**src/rtl/dge_pkg.sv**
```systemverilog
package dge_pkg;

    typedef enum logic [1:0] {
        RM_DIRECT  = 2'd0,
        RM_BINNING = 2'd1,
        RM_TILE    = 2'd2,
        RM_NONE    = 2'd3
    } rmode_e;

    typedef enum logic {
        SEQ_IDLE = 1'b0,
        SEQ_SCAN = 1'b1
    } seq_state_e;

    localparam int TAG_W = 3;

    function automatic logic mode_hit(input logic [TAG_W-1:0] tag, input rmode_e m);
        case (m)
            RM_DIRECT:  return tag[0];
            RM_BINNING: return tag[1];
            RM_TILE:    return tag[2];
            default:    return 1'b0;
        endcase
    endfunction

endpackage

```
**src/rtl/dge_table.sv**
```systemverilog
module dge_table
    import dge_pkg::*;
#(
    parameter int N_GROUPS = 8,
    parameter int PTR_W    = 32,
    localparam int IDW     = $clog2(N_GROUPS)
) (
    input  logic                           clk,
    input  logic                           rst,
    input  logic                           wr_en,
    input  logic [IDW-1:0]                 wr_id,
    input  logic [PTR_W-1:0]               wr_ptr,
    input  logic [TAG_W-1:0]               wr_tag,
    input  logic                           defer,
    input  logic                           commit,
    input  logic                           clr_en,
    input  logic [IDW-1:0]                 clr_id,
    output logic [N_GROUPS-1:0][PTR_W-1:0] ent_ptr,
    output logic [N_GROUPS-1:0][TAG_W-1:0] ent_tag,
    output logic [N_GROUPS-1:0]            ent_pend
);

    logic [N_GROUPS-1:0][PTR_W-1:0] sh_ptr;
    logic [N_GROUPS-1:0][TAG_W-1:0] sh_tag;
    logic [N_GROUPS-1:0]            sh_vld;

    for (genvar g = 0; g < N_GROUPS; g++) begin : g_slot
        logic wr_hit;
        logic clr_hit;
        assign wr_hit  = wr_en  && (wr_id  == IDW'(g));
        assign clr_hit = clr_en && (clr_id == IDW'(g));

        always_ff @(posedge clk) begin
            if (rst) begin
                ent_ptr[g]  <= '0;
                ent_tag[g]  <= '0;
                ent_pend[g] <= 1'b0;
                sh_ptr[g]   <= '0;
                sh_tag[g]   <= '0;
                sh_vld[g]   <= 1'b0;
            end else begin
                if (clr_hit) begin
                    ent_pend[g] <= 1'b0;
                end
                if (defer) begin
                    if (wr_hit) begin
                        sh_ptr[g] <= wr_ptr;
                        sh_tag[g] <= wr_tag;
                        sh_vld[g] <= 1'b1;
                    end
                end else begin
                    if (commit && sh_vld[g]) begin
                        ent_ptr[g]  <= sh_ptr[g];
                        ent_tag[g]  <= sh_tag[g];
                        ent_pend[g] <= 1'b1;
                        sh_vld[g]   <= 1'b0;
                    end
                    if (wr_hit) begin
                        ent_ptr[g]  <= wr_ptr;
                        ent_tag[g]  <= wr_tag;
                        ent_pend[g] <= 1'b1;
                    end
                end
            end
        end
    end

endmodule

```
**src/rtl/dge_pick.sv**
```systemverilog
module dge_pick #(
    parameter int N_GROUPS = 8,
    localparam int IDW     = $clog2(N_GROUPS)
) (
    input  logic [N_GROUPS-1:0] elig,
    output logic                any,
    output logic [IDW-1:0]      idx
);

    always_comb begin
        any = |elig;
        idx = '0;
        for (int i = N_GROUPS - 1; i >= 0; i--) begin
            if (elig[i]) idx = IDW'(i);
        end
    end

endmodule

```
**src/rtl/dge_seq.sv**
```systemverilog
module dge_seq
    import dge_pkg::*;
(
    input  logic   clk,
    input  logic   rst,
    input  logic   draw_valid,
    input  logic   draw_visible,
    input  rmode_e draw_mode,
    input  logic   any_elig,
    output logic   draw_ready,
    output logic   scanning,
    output logic   busy,
    output logic   finishing,
    output rmode_e mode_q,
    output logic   done
);

    seq_state_e state;

    assign scanning   = (state == SEQ_SCAN);
    assign busy       = scanning && any_elig;
    assign finishing  = scanning && !any_elig;
    assign draw_ready = (state == SEQ_IDLE);

    always_ff @(posedge clk) begin
        if (rst) begin
            state  <= SEQ_IDLE;
            mode_q <= RM_NONE;
            done   <= 1'b0;
        end else begin
            done <= 1'b0;
            case (state)
                SEQ_IDLE: begin
                    if (draw_valid) begin
                        if (draw_visible) begin
                            state  <= SEQ_SCAN;
                            mode_q <= draw_mode;
                        end else begin
                            done <= 1'b1;
                        end
                    end
                end
                SEQ_SCAN: begin
                    if (!any_elig) begin
                        state <= SEQ_IDLE;
                        done  <= 1'b1;
                    end
                end
                default: state <= SEQ_IDLE;
            endcase
        end
    end

endmodule

```
**src/rtl/draw_group_exec.sv**
```systemverilog
module draw_group_exec
    import dge_pkg::*;
#(
    parameter int N_GROUPS = 8,
    parameter int PTR_W    = 32,
    localparam int IDW     = $clog2(N_GROUPS)
) (
    input  logic             clk,
    input  logic             rst,
    input  logic             wr_en,
    input  logic [IDW-1:0]   wr_id,
    input  logic [PTR_W-1:0] wr_ptr,
    input  logic [2:0]       wr_tag,
    input  logic             draw_valid,
    input  logic             draw_visible,
    input  logic [1:0]       draw_mode,
    output logic             draw_ready,
    output logic             req_valid,
    input  logic             req_ready,
    output logic [IDW-1:0]   req_id,
    output logic [PTR_W-1:0] req_ptr,
    output logic             done
);

    logic [N_GROUPS-1:0][PTR_W-1:0] ent_ptr;
    logic [N_GROUPS-1:0][TAG_W-1:0] ent_tag;
    logic [N_GROUPS-1:0]            ent_pend;
    logic [N_GROUPS-1:0]            elig;
    logic                           any_elig;
    logic [IDW-1:0]                 pick_idx;
    logic                           scanning, busy, finishing;
    rmode_e                         mode_q;

    dge_seq u_seq (
        .clk          (clk),
        .rst          (rst),
        .draw_valid   (draw_valid),
        .draw_visible (draw_visible),
        .draw_mode    (rmode_e'(draw_mode)),
        .any_elig     (any_elig),
        .draw_ready   (draw_ready),
        .scanning     (scanning),
        .busy         (busy),
        .finishing    (finishing),
        .mode_q       (mode_q),
        .done         (done)
    );

    for (genvar g = 0; g < N_GROUPS; g++) begin : g_elig
        assign elig[g] = scanning && ent_pend[g] && mode_hit(ent_tag[g], mode_q);
    end

    dge_pick #(.N_GROUPS(N_GROUPS)) u_pick (
        .elig (elig),
        .any  (any_elig),
        .idx  (pick_idx)
    );

    dge_table #(.N_GROUPS(N_GROUPS), .PTR_W(PTR_W)) u_table (
        .clk      (clk),
        .rst      (rst),
        .wr_en    (wr_en),
        .wr_id    (wr_id),
        .wr_ptr   (wr_ptr),
        .wr_tag   (wr_tag),
        .defer    (busy),
        .commit   (finishing),
        .clr_en   (req_valid && req_ready),
        .clr_id   (pick_idx),
        .ent_ptr  (ent_ptr),
        .ent_tag  (ent_tag),
        .ent_pend (ent_pend)
    );

    assign req_valid = any_elig;
    assign req_id    = pick_idx;
    assign req_ptr   = ent_ptr[pick_idx];

endmodule

```
**config.mk**
```make
export PLATFORM = sky130hd
export DESIGN_NAME = draw_group_exec
export DESIGN_NICKNAME = d
export VERILOG_FILES = /design/src/rtl/dge_pkg.sv /design/src/rtl/dge_table.sv /design/src/rtl/dge_pick.sv /design/src/rtl/dge_seq.sv /design/src/rtl/draw_group_exec.sv
export SDC_FILE = /design/constraint.sdc
export NUM_CORES = 1
export LEC_CHECK = 0
export BUFFER_PORTS_ARGS = -buffer_cell sky130_fd_sc_hd__buf_2
export CAP_MARGIN = 20
export CORE_MARGIN = 3
export CORE_UTILIZATION = 58
export CTS_BUF_LIST = sky130_fd_sc_hd__clkbuf_2 sky130_fd_sc_hd__clkbuf_4 sky130_fd_sc_hd__clkbuf_8
export CTS_CLUSTER_DIAMETER = 50
export DETAILED_ROUTE_END_ITERATION = 8
export GPL_TIMING_DRIVEN = 1
export PLACE_DENSITY = 0.81
export SYNTH_ARGS = -nofsm -noshare
export SYNTH_HDL_FRONTEND = slang
export SYNTH_SLANG_ARGS = --single-unit
```
**constraint.sdc**
```tcl
create_clock -name clk -period 4.95 [get_ports clk]
set_clock_uncertainty 0.2 [all_clocks]
set_input_delay 1.485 -clock clk [delete_from_list [all_inputs] [get_ports clk]]
set_output_delay 1.485 -clock clk [all_outputs]
set_load 0.005 [all_outputs]
```
==> reports/metrics.cfg <==
[placed_design]
placed_cells=3160
io_buffers=83
post-place-ws_ns=0.257
hpwlAfterDp_mm=41.7
placed_area_um2=26800
routabilityCongestion=0.870

[cts]
cts.hold.buffers_added=0
clk_pin_slew_ns=0.06
cts_htree_levels=3
cts_tree=done
ctsRootBufferMaster=clkbuf_8
max-clock-path-buffers=3
numCtsBuffers=93
insertion_delay_ns=0.70
numClockSinks=580

[final_layout]
final_cell_mix=dfxtp_1 (578), nor2_1 (577), mux2i_1 (564)
final_common_cell=dfxtp_1
utilization_pct=67.5
drive_above_1_share_pct=19.0
area.growth.synth_to_final_pct=13.3
fill_cells=3196
layoutNonFillerInstCount=3353
fin_area_um2=29500
fin_nets=2743

[pwr]
ir_drop_mv=0.213
finalPower_mw=9.67
cellLeakagePower_nw=10.6
power.density_nw_per_um2=328

[critical_path]
cp-end-kind=output pin
worstSetupStartpointType=flip-flop
cp.required_ns=3.26
crit_fanout=8
worstSetupPathType=flip-flop to output pin
reg2reg_depth=10
worstPathArrival_ns=3.39

[run_status]
violations=setup timing
status=finished, violations left

[worst_hold_path]
hold_class=flip-flop to flip-flop
holdPathStages=2

[synthesis]
ys.flop_type=dfxtp_1
synth_top_area_share_pct=44.6
yosys-top-cells-area=dfxtp_1 (45%), mux2i_1 (22%), nor2_1 (8.3%), a211oi_1 (7.3%), mux2_2 (2.8%)
synth_enable_flop_cells=0
yosysWarningCount=0
syn_area_per_cell_um2=9.64
netlist_area_um2=26000
ys_async_sr_fraction_pct=0
synth.distinct_cells=53
ys_ff_latch=580
synth_area_leader_cell=dfxtp_1
synth_nets=2744
synth-seq-area-share_pct=44.6
synthCells=2698

[detailed_routing]
wl_mm=74.7
avgRoutedWirePerCell_um=22.3
first_pass_iters=8
drtAntennaViolNets=0
viasPerCell=6.26
drtIter0Drc=1942
drc=0
vias=21000

[floorplan]
ios=84
chipWidth_um=218
dieHeight_um=218
rows=76
start_util_pct=59.6
die_area_um2=47400
coreArea_um2=43600

[timing]
rsz0062_at_grt=yes
setup_ws_ns=-0.122
whs_ns=0.288
report.final.hold_viol_count=0
fin_tns_setup_ns=-2.24
worst_pin_slew_ns=0.869
finalCritPeriodShare_pct=102
maxSlewHeadroom_pct=42.1
finalSetupViolations=32
slew_violations=0
period_minus_slack_ns=5.07
max_freq_mhz=197

[flow_run]
cap_viol_max_count=0

[global_route]
grt_overflow=0
grt.total_usage_pct=30.0
grt_pass1_wl_mm=114
antenna_found_initial=2
grt_pass1_vias=21100
grt_max_degree=119

[synth_stat cells, types with 2 or more instances]
library cell	n
mux2i_1	565
a21oi_1	20
o21ai_1	8
buf_4	51
buf_6	8
o21ai_0	60
a21boi_0	66
a31oi_1	65
nor3_4	4
a211oi_4	4
o22ai_1	35
nand3b_1	2
dfxtp_1	580
clkbuf_1	185
nand4_1	2
a211oi_1	252
buf_1	4
nor2_1	577
a21boi_1	2
inv_1	9
nor3_1	8
nand2_1	18
a211oi_2	30
a211o_1	2
a22oi_1	3
mux2_1	2
nand2b_1	3
nand3_1	8
nor2b_1	7
nand4b_1	2
mux2_2	64
buf_2	31
[cell type report]
| cell class | count | area, um^2 | area share (%) |
|---|---|---|---|
| clock inverter | 12 | 113 | 0.382 |
| antenna | 1 | 2.50 | 0.00849 |
| sequential | 580 | 11600 | 39.4 |
| multi-input combinational | 1829 | 13500 | 45.7 |
| inverter | 10 | 37.5 | 0.127 |
| clock buffer | 153 | 1850 | 6.28 |
| timing repair buffer | 183 | 1640 | 5.58 |
| tap | 585 | 732 | 2.48 |
[worst paths after layout]
kind / startpoint / slack (ns) / endpoint
setup / recovery: u_seq.mode_q[0]$_SDFFE_PP1P_ / -0.12 / req_ptr[12]
hold / removal: u_table.sh_ptr[13]$_SDFFE_PP0P_ / 0.29 / u_table.sh_ptr[13]$_SDFFE_PP0P_
setup reg to reg: u_seq.mode_q[0]$_SDFFE_PP1P_ / 1.59 / u_table.ent_ptr[141]$_SDFFE_PP0P_
hold reg to reg: u_table.sh_ptr[13]$_SDFFE_PP0P_ / 0.29 / u_table.sh_ptr[13]$_SDFFE_PP0P_
[critical path, cell delays in order, from the launching register on]
cell	delay, ns
dfxtp_4	0.40
mux2i_1	0.30
o21ai_0	0.21
a311oi_2	0.30
buf_4	0.17
or2_4	0.18
buf_12	0.18
clkbuf_16	0.18
mux2_2	0.36
o21ai_2	0.15
o22ai_2	0.11
buf_2	0.15
[registers in the layout (all words and copies together), names as in the netlist]
| name | count |
|---|---|
| u_table.ent_pend | 8 |
| u_table.ent_tag | 24 |
| u_table.ent_ptr | 256 |
| u_table.sh_vld | 8 |
| u_seq.scanning | 1 |
| u_table.sh_tag | 24 |
| u_seq.done | 1 |
| u_table.sh_ptr | 256 |
| u_seq.mode_q | 2 |
[repair_timing]
| item | 4_1_cts | 5_1_grt |
|---|---|---|
| pin swaps | 11 | 20 |
| gates resized for setup | 42 | 123 |
| buffers inserted | 10 | 6 |
| endpoints found under the setup margin | 33 | 32 |
| gates cloned | 4 | 8 |
[report_power, final]
part | switching [mW] | total, mW | internal (mW) | leakage (nW)
registers | 0.0519 | 4.80 | 4.75 | 4.69
logic | 0.362 | 0.552 | 0.190 | 4.86
clock network | 1.90 | 4.31 | 2.41 | 1.05
total | 2.32 | 9.67 | 7.35 | 10.6
[kinds of logic after synthesis]
kind of cell / after synthesis / share of synthesized area [%]
buf+inv: 289 / 5.29
mux: 632 / 24.7
simple gates: 636 / 9.69
compound gates: 561 / 15.7
flops: 580 / 44.6
[metal layers]
metal | track usage [%] | wire, um | vias to the layer above | part of all wire (%)
met5 | 0 | 7 | - | 0.0094
met4 | 15.0 | 3530 | 2 | 4.7
met3 | 5.82 | 5940 | 224 | 8.0
met2 | 50.0 | 35200 | 898 | 47
met1 | 37.3 | 30100 | 10200 | 40
li1 | - | - | 9625 | -
Power figures use the tool's default switching activity.
